### config.mk
export PLATFORM = sky130hd
export DESIGN_NAME = gtc_top
export DESIGN_NICKNAME = d
export VERILOG_FILES = /design/src/rtl/gtc_pkg.sv /design/src/rtl/gtc_regdec.sv /design/src/rtl/gtc_counter.sv /design/src/rtl/gtc_compare.sv /design/src/rtl/gtc_irqctl.sv /design/src/rtl/gtc_top.sv
export SDC_FILE = /design/constraint.sdc
export NUM_CORES = 1
export LEC_CHECK = 0
export ABC_AREA = 0
export BUFFER_PORTS_ARGS = -buffer_cell sky130_fd_sc_hd__buf_2
export CAP_MARGIN = 25
export CELL_PAD_IN_SITES_DETAIL_PLACEMENT = 1
export CELL_PAD_IN_SITES_GLOBAL_PLACEMENT = 1
export CORE_MARGIN = 2
export CORE_UTILIZATION = 46
export CTS_BUF_LIST = sky130_fd_sc_hd__clkbuf_4 sky130_fd_sc_hd__clkbuf_8 sky130_fd_sc_hd__clkbuf_16
export CTS_CLUSTER_SIZE = 40
export DETAILED_ROUTE_END_ITERATION = 8
export GPL_ROUTABILITY_DRIVEN = 0
export PLACE_DENSITY_LB_ADDON = 0.1
export SLEW_MARGIN = 20
export SYNTH_ARGS = -nofsm -noshare
export SYNTH_HDL_FRONTEND = slang
export SYNTH_SLANG_ARGS = --single-unit
### constraint.sdc
create_clock -name clk -period 4.6 [get_ports clk]
set_clock_uncertainty 0.2 [all_clocks]
set_input_delay 0 -clock clk [delete_from_list [all_inputs] [get_ports clk]]
set_output_delay 0 -clock clk [all_outputs]
set_load 0.05 [all_outputs]
### src/rtl/gtc_pkg.sv
package gtc_pkg;
  localparam int unsigned OFS_CNT_LO = 'h100;
  localparam int unsigned OFS_CNT_HI = 'h104;
  localparam int unsigned OFS_CMP_LO = 'h200;
  localparam int unsigned OFS_CMP_HI = 'h204;
  localparam int unsigned OFS_STEP   = 'h208;
  localparam int unsigned OFS_CTRL   = 'h240;
  localparam int unsigned OFS_STS    = 'h244;
  localparam int unsigned OFS_ENA    = 'h248;

  localparam int unsigned CTRL_CMPEN_BIT = 0;
  localparam int unsigned CTRL_AUTO_BIT  = 1;
  localparam int unsigned CTRL_RUN_BIT   = 8;

  typedef struct packed {
    logic cnt_lo;
    logic cnt_hi;
    logic cmp_lo;
    logic cmp_hi;
    logic step;
    logic ctrl;
    logic sts;
    logic ena;
  } wr_sel_t;
endpackage

### src/rtl/gtc_regdec.sv
module gtc_regdec
  import gtc_pkg::*;
#(
  parameter int unsigned ADDR_W = 12
) (
  input  logic              wr,
  input  logic [ADDR_W-1:0] addr,
  output wr_sel_t           sel
);
  always_comb begin
    sel        = '0;
    sel.cnt_lo = wr && (addr == ADDR_W'(OFS_CNT_LO));
    sel.cnt_hi = wr && (addr == ADDR_W'(OFS_CNT_HI));
    sel.cmp_lo = wr && (addr == ADDR_W'(OFS_CMP_LO));
    sel.cmp_hi = wr && (addr == ADDR_W'(OFS_CMP_HI));
    sel.step   = wr && (addr == ADDR_W'(OFS_STEP));
    sel.ctrl   = wr && (addr == ADDR_W'(OFS_CTRL));
    sel.sts    = wr && (addr == ADDR_W'(OFS_STS));
    sel.ena    = wr && (addr == ADDR_W'(OFS_ENA));
  end
endmodule

### src/rtl/gtc_counter.sv
module gtc_counter #(
  parameter int unsigned WORD_W    = 32,
  parameter int unsigned NUM_WORDS = 2,
  localparam int unsigned CNT_W    = WORD_W * NUM_WORDS
) (
  input  logic                 clk,
  input  logic                 rst,
  input  logic                 run,
  input  logic [NUM_WORDS-1:0] ld,
  input  logic [WORD_W-1:0]    wdata,
  output logic [CNT_W-1:0]     cnt
);
  logic [CNT_W-1:0] cnt_q;

  always_ff @(posedge clk) begin
    if (rst) begin
      cnt_q <= '0;
    end else if (|ld) begin
      for (int w = 0; w < NUM_WORDS; w++) begin
        if (ld[w]) cnt_q[w*WORD_W +: WORD_W] <= wdata;
      end
    end else if (run) begin
      cnt_q <= cnt_q + CNT_W'(1);
    end
  end

  assign cnt = cnt_q;

  AST_CNT_STEP: assert property (@(posedge clk) disable iff (rst)
    (run && !(|ld)) |=> (cnt_q == $past(cnt_q) + CNT_W'(1))) else $error("count step");
  AST_CNT_HOLD: assert property (@(posedge clk) disable iff (rst)
    (!run && !(|ld)) |=> $stable(cnt_q)) else $error("count hold");
  AST_CNT_LOAD_LO: assert property (@(posedge clk) disable iff (rst)
    ld[0] |=> (cnt_q[WORD_W-1:0] == $past(wdata))) else $error("count load");
endmodule

### src/rtl/gtc_compare.sv
module gtc_compare #(
  parameter int unsigned WORD_W    = 32,
  parameter int unsigned NUM_WORDS = 2,
  localparam int unsigned CNT_W    = WORD_W * NUM_WORDS
) (
  input  logic                 clk,
  input  logic                 rst,
  input  logic                 en,
  input  logic                 autoinc,
  input  logic [CNT_W-1:0]     cnt,
  input  logic [NUM_WORDS-1:0] ld,
  input  logic                 ld_step,
  input  logic [WORD_W-1:0]    wdata,
  output logic [CNT_W-1:0]     cmp,
  output logic [WORD_W-1:0]    step,
  output logic                 match
);
  logic [CNT_W-1:0]  cmp_q;
  logic [WORD_W-1:0] step_q;
  logic              armed_q;

  assign match = en && armed_q && (cnt == cmp_q);

  always_ff @(posedge clk) begin
    if (rst) begin
      cmp_q   <= '0;
      step_q  <= '0;
      armed_q <= 1'b0;
    end else begin
      if (|ld) begin
        for (int w = 0; w < NUM_WORDS; w++) begin
          if (ld[w]) cmp_q[w*WORD_W +: WORD_W] <= wdata;
        end
      end else if (match && autoinc) begin
        cmp_q <= cmp_q + CNT_W'(step_q);
      end
      if (ld_step) step_q <= wdata;
      if (|ld) armed_q <= 1'b1;
      else if (match && !autoinc) armed_q <= 1'b0;
    end
  end

  assign cmp  = cmp_q;
  assign step = step_q;

  AST_ONESHOT_DISARM: assert property (@(posedge clk) disable iff (rst)
    (match && !autoinc && !(|ld)) |=> !armed_q) else $error("disarm");
  AST_REARM: assert property (@(posedge clk) disable iff (rst)
    (|ld) |=> armed_q) else $error("rearm");
  AST_AUTOINC_ADD: assert property (@(posedge clk) disable iff (rst)
    (match && autoinc && !(|ld)) |=> (cmp_q == $past(cmp_q) + CNT_W'($past(step_q))))
    else $error("auto step");
endmodule

### src/rtl/gtc_irqctl.sv
module gtc_irqctl (
  input  logic clk,
  input  logic rst,
  input  logic match,
  input  logic wr_sts,
  input  logic wr_ena,
  input  logic wbit,
  output logic sts,
  output logic ena,
  output logic irq
);
  logic sts_q, ena_q, irq_q;
  logic sts_d, ena_d;

  always_comb begin
    sts_d = match || (sts_q && !(wr_sts && wbit));
    ena_d = wr_ena ? wbit : ena_q;
  end

  always_ff @(posedge clk) begin
    if (rst) begin
      sts_q <= 1'b0;
      ena_q <= 1'b0;
      irq_q <= 1'b0;
    end else begin
      sts_q <= sts_d;
      ena_q <= ena_d;
      irq_q <= sts_d && ena_d;
    end
  end

  assign sts = sts_q;
  assign ena = ena_q;
  assign irq = irq_q;

  AST_STS_SET: assert property (@(posedge clk) disable iff (rst)
    match |=> sts_q) else $error("status set");
  AST_W1C: assert property (@(posedge clk) disable iff (rst)
    (wr_sts && wbit && !match) |=> !sts_q) else $error("w1c");
  AST_IRQ_MASK: assert property (@(posedge clk) disable iff (rst)
    !ena_q |-> !irq_q) else $error("irq mask");
endmodule

### src/rtl/gtc_top.sv
module gtc_top
  import gtc_pkg::*;
#(
  parameter int unsigned ADDR_W    = 12,
  parameter int unsigned WORD_W    = 32,
  localparam int unsigned NUM_WORDS = 2,
  localparam int unsigned CNT_W     = WORD_W * NUM_WORDS
) (
  input  logic              clk,
  input  logic              rst,
  input  logic              reg_wr,
  input  logic              reg_rd,
  input  logic [ADDR_W-1:0] reg_addr,
  input  logic [WORD_W-1:0] reg_wdata,
  output logic [WORD_W-1:0] reg_rdata,
  output logic              irq_o
);
  wr_sel_t          sel;
  logic             run_q, cmpen_q, auto_q;
  logic [CNT_W-1:0] cnt, cmp;
  logic [WORD_W-1:0] step;
  logic             match, sts, ena;
  logic [WORD_W-1:0] rdata_q;

  gtc_regdec #(.ADDR_W(ADDR_W)) dec_i (
    .wr(reg_wr), .addr(reg_addr), .sel(sel)
  );

  always_ff @(posedge clk) begin
    if (rst) begin
      run_q   <= 1'b0;
      cmpen_q <= 1'b0;
      auto_q  <= 1'b0;
    end else if (sel.ctrl) begin
      run_q   <= reg_wdata[CTRL_RUN_BIT];
      cmpen_q <= reg_wdata[CTRL_CMPEN_BIT];
      auto_q  <= reg_wdata[CTRL_AUTO_BIT];
    end
  end

  gtc_counter #(.WORD_W(WORD_W), .NUM_WORDS(NUM_WORDS)) cnt_i (
    .clk(clk), .rst(rst), .run(run_q),
    .ld({sel.cnt_hi, sel.cnt_lo}), .wdata(reg_wdata), .cnt(cnt)
  );

  gtc_compare #(.WORD_W(WORD_W), .NUM_WORDS(NUM_WORDS)) cmp_i (
    .clk(clk), .rst(rst), .en(cmpen_q), .autoinc(auto_q), .cnt(cnt),
    .ld({sel.cmp_hi, sel.cmp_lo}), .ld_step(sel.step), .wdata(reg_wdata),
    .cmp(cmp), .step(step), .match(match)
  );

  gtc_irqctl irq_i (
    .clk(clk), .rst(rst), .match(match), .wr_sts(sel.sts), .wr_ena(sel.ena),
    .wbit(reg_wdata[0]), .sts(sts), .ena(ena), .irq(irq_o)
  );

  always_ff @(posedge clk) begin
    if (rst) begin
      rdata_q <= '0;
    end else if (reg_rd) begin
      case (reg_addr)
        ADDR_W'(OFS_CNT_LO): rdata_q <= cnt[WORD_W-1:0];
        ADDR_W'(OFS_CNT_HI): rdata_q <= cnt[CNT_W-1:WORD_W];
        ADDR_W'(OFS_CMP_LO): rdata_q <= cmp[WORD_W-1:0];
        ADDR_W'(OFS_CMP_HI): rdata_q <= cmp[CNT_W-1:WORD_W];
        ADDR_W'(OFS_STEP):   rdata_q <= step;
        ADDR_W'(OFS_CTRL): begin
          rdata_q                 <= '0;
          rdata_q[CTRL_RUN_BIT]   <= run_q;
          rdata_q[CTRL_AUTO_BIT]  <= auto_q;
          rdata_q[CTRL_CMPEN_BIT] <= cmpen_q;
        end
        ADDR_W'(OFS_STS):    rdata_q <= WORD_W'(sts);
        ADDR_W'(OFS_ENA):    rdata_q <= WORD_W'(ena);
        default:             rdata_q <= '0;
      endcase
    end
  end

  assign reg_rdata = rdata_q;

  AST_RDATA_HOLD: assert property (@(posedge clk) disable iff (rst)
    !reg_rd |=> $stable(rdata_q)) else $error("rdata hold");
endmodule

# Word level (Yosys, flattened, before mapping)
# Index checks and enable logic that the tools add are counted.
# word_totals
reg_bits	199
input_bits	48
output_inout_bits	33
# op_classes
add_sub_neg	2
n_eq_ne	13
muxes	12
reduce_logical	27
# ops
cell	n
$mux W64	4
$pmux W32 S8	1
$mux W32	4
$eq A12 B10 Y1 const B	6
$add A64 B1 Y64 const B	1
$add A64 B32 Y64	1
$eq A64 B64 Y1	1
$eq A12 B9 Y1 const B	2
$logic_and A1 B1 Y1	15
$ne A2 B1 Y1 const B	4
$reduce_and A2 Y1	4
$reduce_bool A2 Y1	3
$reduce_or A2 Y1	2
$mux W1	3
$logic_not A1 Y1	2
$logic_or A1 B1 Y1	1

# Longest topological paths before layout
# depth
depth_word	7
ltp_mapped	12
depth_no_buf	10

# By module
# From an unflattened synthesis, not the netlist that was laid out.
# unflattened
cells_unflattened	1864
hier_area_um2	14536.4
# by_module_without_submodules
module	instances	cells_each	area_each_um2	seq_area_each_um2
gtc_compare	1	956	7443.4	1941.9
gtc_counter	1	545	4192.8	1281.2
gtc_top	1	337	2670.1	700.7
gtc_regdec	1	17	125.1	0.0
gtc_irqctl	1	9	105.1	60.1

# Worst setup path after synthesis
# No wires, ideal clock.
# synth_path
path_kind	register to register
startpoint	register cmp_i.cmp_q[0], in the netlist cmp_i.cmp[0]
endpoint	register cmp_i.cmp_q[38], in the netlist cmp_i.cmp[38]
setup_ns	0.122
t_arrival_ns	3.373
required_ns	4.278
slack_ns	0.906
stages_incl_launch_ff	13
n_path_buf	2
path_cell_list	dfxtp_1 > ha_1 > fa_1 > a21o_1 > a311o_1 > a221o_1 > a311o_1 > and4b_1 > clkbuf_1 > o21ai_1 > buf_2 > o31ai_1 > a221o_1
# synth_via
elab_chain_cells	5
# synth_rtl
element	line_no	text
start, declared	gtc_compare.sv:18	logic [CNT_W-1:0] cmp_q;
start signal, assigned by index	gtc_compare.sv:32	if (ld[w]) cmp_q[w*WORD_W +: WORD_W] <= wdata;
start signal, assigned	gtc_compare.sv:35	cmp_q <= cmp_q + CNT_W'(step_q);
parallel branches: the longest is 5 deep, another holds $add A64 B32 Y64	--	
# Several ways; the timed one is not identified. The select of a mux whose other input is x is not followed.
# A chain may end at the register's enable or synchronous reset.

# Worst setup path after layout
# layout_path
startpoint	register cmp_i.cmp_q[0], in the netlist cmp_i.cmp[0]
endpoint	register cmp_i.cmp_q[42], in the netlist cmp_i.cmp[42]
# Same word-level chain as after synthesis.

==> flow_summary.json <==
{
  "status": "complete, no violations",
  "grtUsageMet1_pct": 53.9,
  "drcViolationCount": 0,
  "worstPathRequired_ns": 4.76,
  "cts_made_buffers": 17,
  "end_kind": "register",
  "grt_max_degree": 89,
  "dp_hpwl_mm": 45.1,
  "gr-total-overflow": 0,
  "finalInstanceArea_um2": 15200,
  "final_cells": 2286,
  "post_cts_buffers": 0,
  "num_io_pins": 81,
  "drtAntennaViolNets": 0,
  "die_area_um2": 30600,
  "yosysTopAreaCell": "dfxtp_1",
  "use_met2_pct": 61.0,
  "timing_max_transition_violations_final": 0,
  "cts_resized": 0,
  "crit_type": "reg -> reg",
  "critical_path.cell_chain": "ha_1, fa_1, a21o_1, a311o_1, a221o_1, a311o_1, and4b_1, o21ai_1, buf_4, o311ai_0, o311a_1",
  "fin_util_pct": 53.1,
  "rsz0062_at_grt": "no",
  "synth_top_area_share_pct": 29.6,
  "seq_area_frac_synth_pct": 29.6,
  "cts.sinks": 199,
  "drt-initial-drc-count": 2244,
  "cp_max_fo": 7,
  "coreArea_um2": 28700,
  "grt_pass1_wl_mm": 94.7,
  "synthTopCellsByArea": "dfxtp_1 (30%), a21oi_1 (7.9%), nand2_1 (6.1%), nor2_1 (4.5%), xnor2_1 (4.2%)",
  "slowest_stage": "o21ai_1",
  "critPathLaunchType": "register",
  "finalSetupViolCount": 0,
  "wire_per_inst_um": 27.4,
  "grt_pass1_vias": 15094,
  "worst_slew_pin_slew_ns": 1.03,
  "synth_edf_count": 0,
  "tns_ns": 0,
  "clk_path_buf_depth": 2,
  "area_growth_pct": 13.3,
  "via_count": 15828,
  "cellLeakagePower_nw": 4.97,
  "clk_latency_ns": 0.46,
  "slew_headroom_pct": 31.5,
  "grt_antenna_before_repair": 0,
  "netlist_instances": 1854,
  "grt_use_total_pct": 40.6,
  "die_x_um": 175,
  "gr-max-usage-layer": "met2",
  "port_buffers": 80,
  "drive_gt1_share_pct": 10.1,
  "power_mw": 3.53,
  "cp_common_cell": "a311o_1",
  "synth-main-ff-cell": "dfxtp_1",
  "cts_hold_buf": 50,
  "fmax_ghz": 0.232,
  "vdd.ir_drop.worst_mv": 0.255,
  "crit_arrival_ns": 4.48,
  "slowest_delay_ns": 0.50,
  "via_per_inst": 6.92,
  "cts_tree": "done",
  "async_reset_ff_share_pct": 0,
  "hold_class": "in -> reg",
  "finalHoldViolations": 0,
  "use_met3_pct": 7.25,
  "ys_ff_latch": 199,
  "synth.distinct_cells": 74,
  "htree_num_levels": 4,
  "syn-num-nets": 1936,
  "dieHeight_um": 175,
  "start_util_pct": 46.8,
  "drt-total-wl_mm": 62.7,
  "drt_pre_antenna_iters": 8,
  "fin_nets": 1970,
  "drv_cap": 0,
  "timing.final.crit_share_pct": 93.8,
  "dpl_cell_area_um2": 14100,
  "netlist_area_um2": 13400,
  "ys_warn_count": 0,
  "num_rows": 62,
  "cts.clk_slew.worst_paths_ns": 0.08,
  "layout_min_cycle_time_ns": 4.31,
  "dp_cells": 2203,
  "power.density_nw_per_um2": 232,
  "avgSynthCellArea_um2": 7.25,
  "cts-root-buf": "clkbuf_16"
}
[synth_stat cells (17+ instances only)]
master    number
dfxtp_1      199
and3_1        31
a22oi_1       50
nand2_1      218
a21oi_1      213
nand4_1       37
xnor2_1       64
nor4_1        24
nand2b_1      20
inv_1         26
a211oi_1      44
nor3_1        34
o31ai_1       24
o21ai_0      102
ha_1          33
a311oi_1      17
a31oi_1       27
nor2_1       161
nand3_1      111
a222oi_1      30
clkbuf_1     149
[kinds of logic after synthesis]
family          after synthesis  synth area share [%]
xor+xnor                     74                  4.82
compound gates              630                  30.6
simple gates                719                  25.8
mux                           8                 0.596
buf+inv                     190                  5.35
fa+ha+maj                    34                  3.22
flops                       199                  29.6
[sequential cells by signal (all words and copies together) (netlist names), 32 cells and up]
signal	cells
cmp_i.cmp	64
cnt_i.cnt	64
cmp_i.step	32
reg_rdata	32
[critical path, delay by kind of cell (launching register included)]
kind | cells | cell delay (ns)
AOI/OAI and AO/OA | 7 | 2.39
adders and majority gates | 2 | 0.69
buffers and inverters | 1 | 0.25
DFF | 1 | 0.35
and+or+nand+nor | 1 | 0.31
[power breakdown]
| group | leakage [nW] | switching, mW | internal [mW] |
|---|---|---|---|
| combinational | 3.09 | 0.131 | 0.0621 |
| clock | 0.283 | 0.786 | 0.816 |
| sequential | 1.60 | 0.0114 | 1.72 |
| total | 4.97 | 0.928 | 2.60 |
[cell usage in the layout (no fill, tap or decap), types with 7 or more instances in the layout]
cell	instances
dlygate4sd3_1	50
a21oi_1	213
nor4_1	24
or2_2	7
a21o_1	7
inv_1	26
xnor2_1	64
and3_1	30
o22ai_1	14
nor2_1	156
nor2b_1	13
or4_1	11
nand3_1	109
ha_1	33
nand4_1	37
o31ai_1	24
xor2_1	10
a22oi_1	50
dfxtp_1	199
a222oi_1	30
nand2b_1	20
or3_1	15
nand2_1	217
o41ai_1	8
buf_4	47
nor3_1	34
o21a_1	8
o211ai_1	14
a211oi_1	44
and2_1	7
buf_2	79
o21ai_0	102
clkbuf_16	17
a311oi_1	17
o2111ai_1	12
mux2i_1	8
a31oi_1	27
[stage by stage]
stage,hold WS (ns),setup slack (ns)
after floorplan,-0.0525,0.906
after global placement,0.115,0.585
after detailed placement,0.119,0.429
after CTS,0.0147,0.401
after global routing,0.0386,0.132
final,0.0311,0.285
[worst paths after layout]
kind                     start            end  slack [ns]  cells past startpoint
setup reg to reg  cmp_i.cmp[0]  cmp_i.cmp[42]        0.29                     11
hold / removal          reg_rd  reg_rdata[30]        0.03                      4
setup / recovery  cmp_i.cmp[0]  cmp_i.cmp[42]        0.29                     11
hold reg to reg      irq_i.sts      irq_i.sts        0.29                      2
[cell type report]
class,count,area [um^2]
Multi-Input combinational cell,1465,8770
Antenna cell,1,2.50
Fill cell,3632,13500
Tap cell,384,480
Clock inverter,15,169
Inverter,26,97.6
Sequential cell,199,3980
Clock buffer,17,425
Timing Repair Buffer,179,1290
[per-layer routing]
metal  part of all wire (%)  routed length, um  vias up
met5                      0                  0        -
met4                    7.4               4650        0
met3                    9.4               5880      207
met2                     43              26700      885
met1                     41              25500     7721
li1                       -                  -     7015
(Power assumes the default switching activity.)
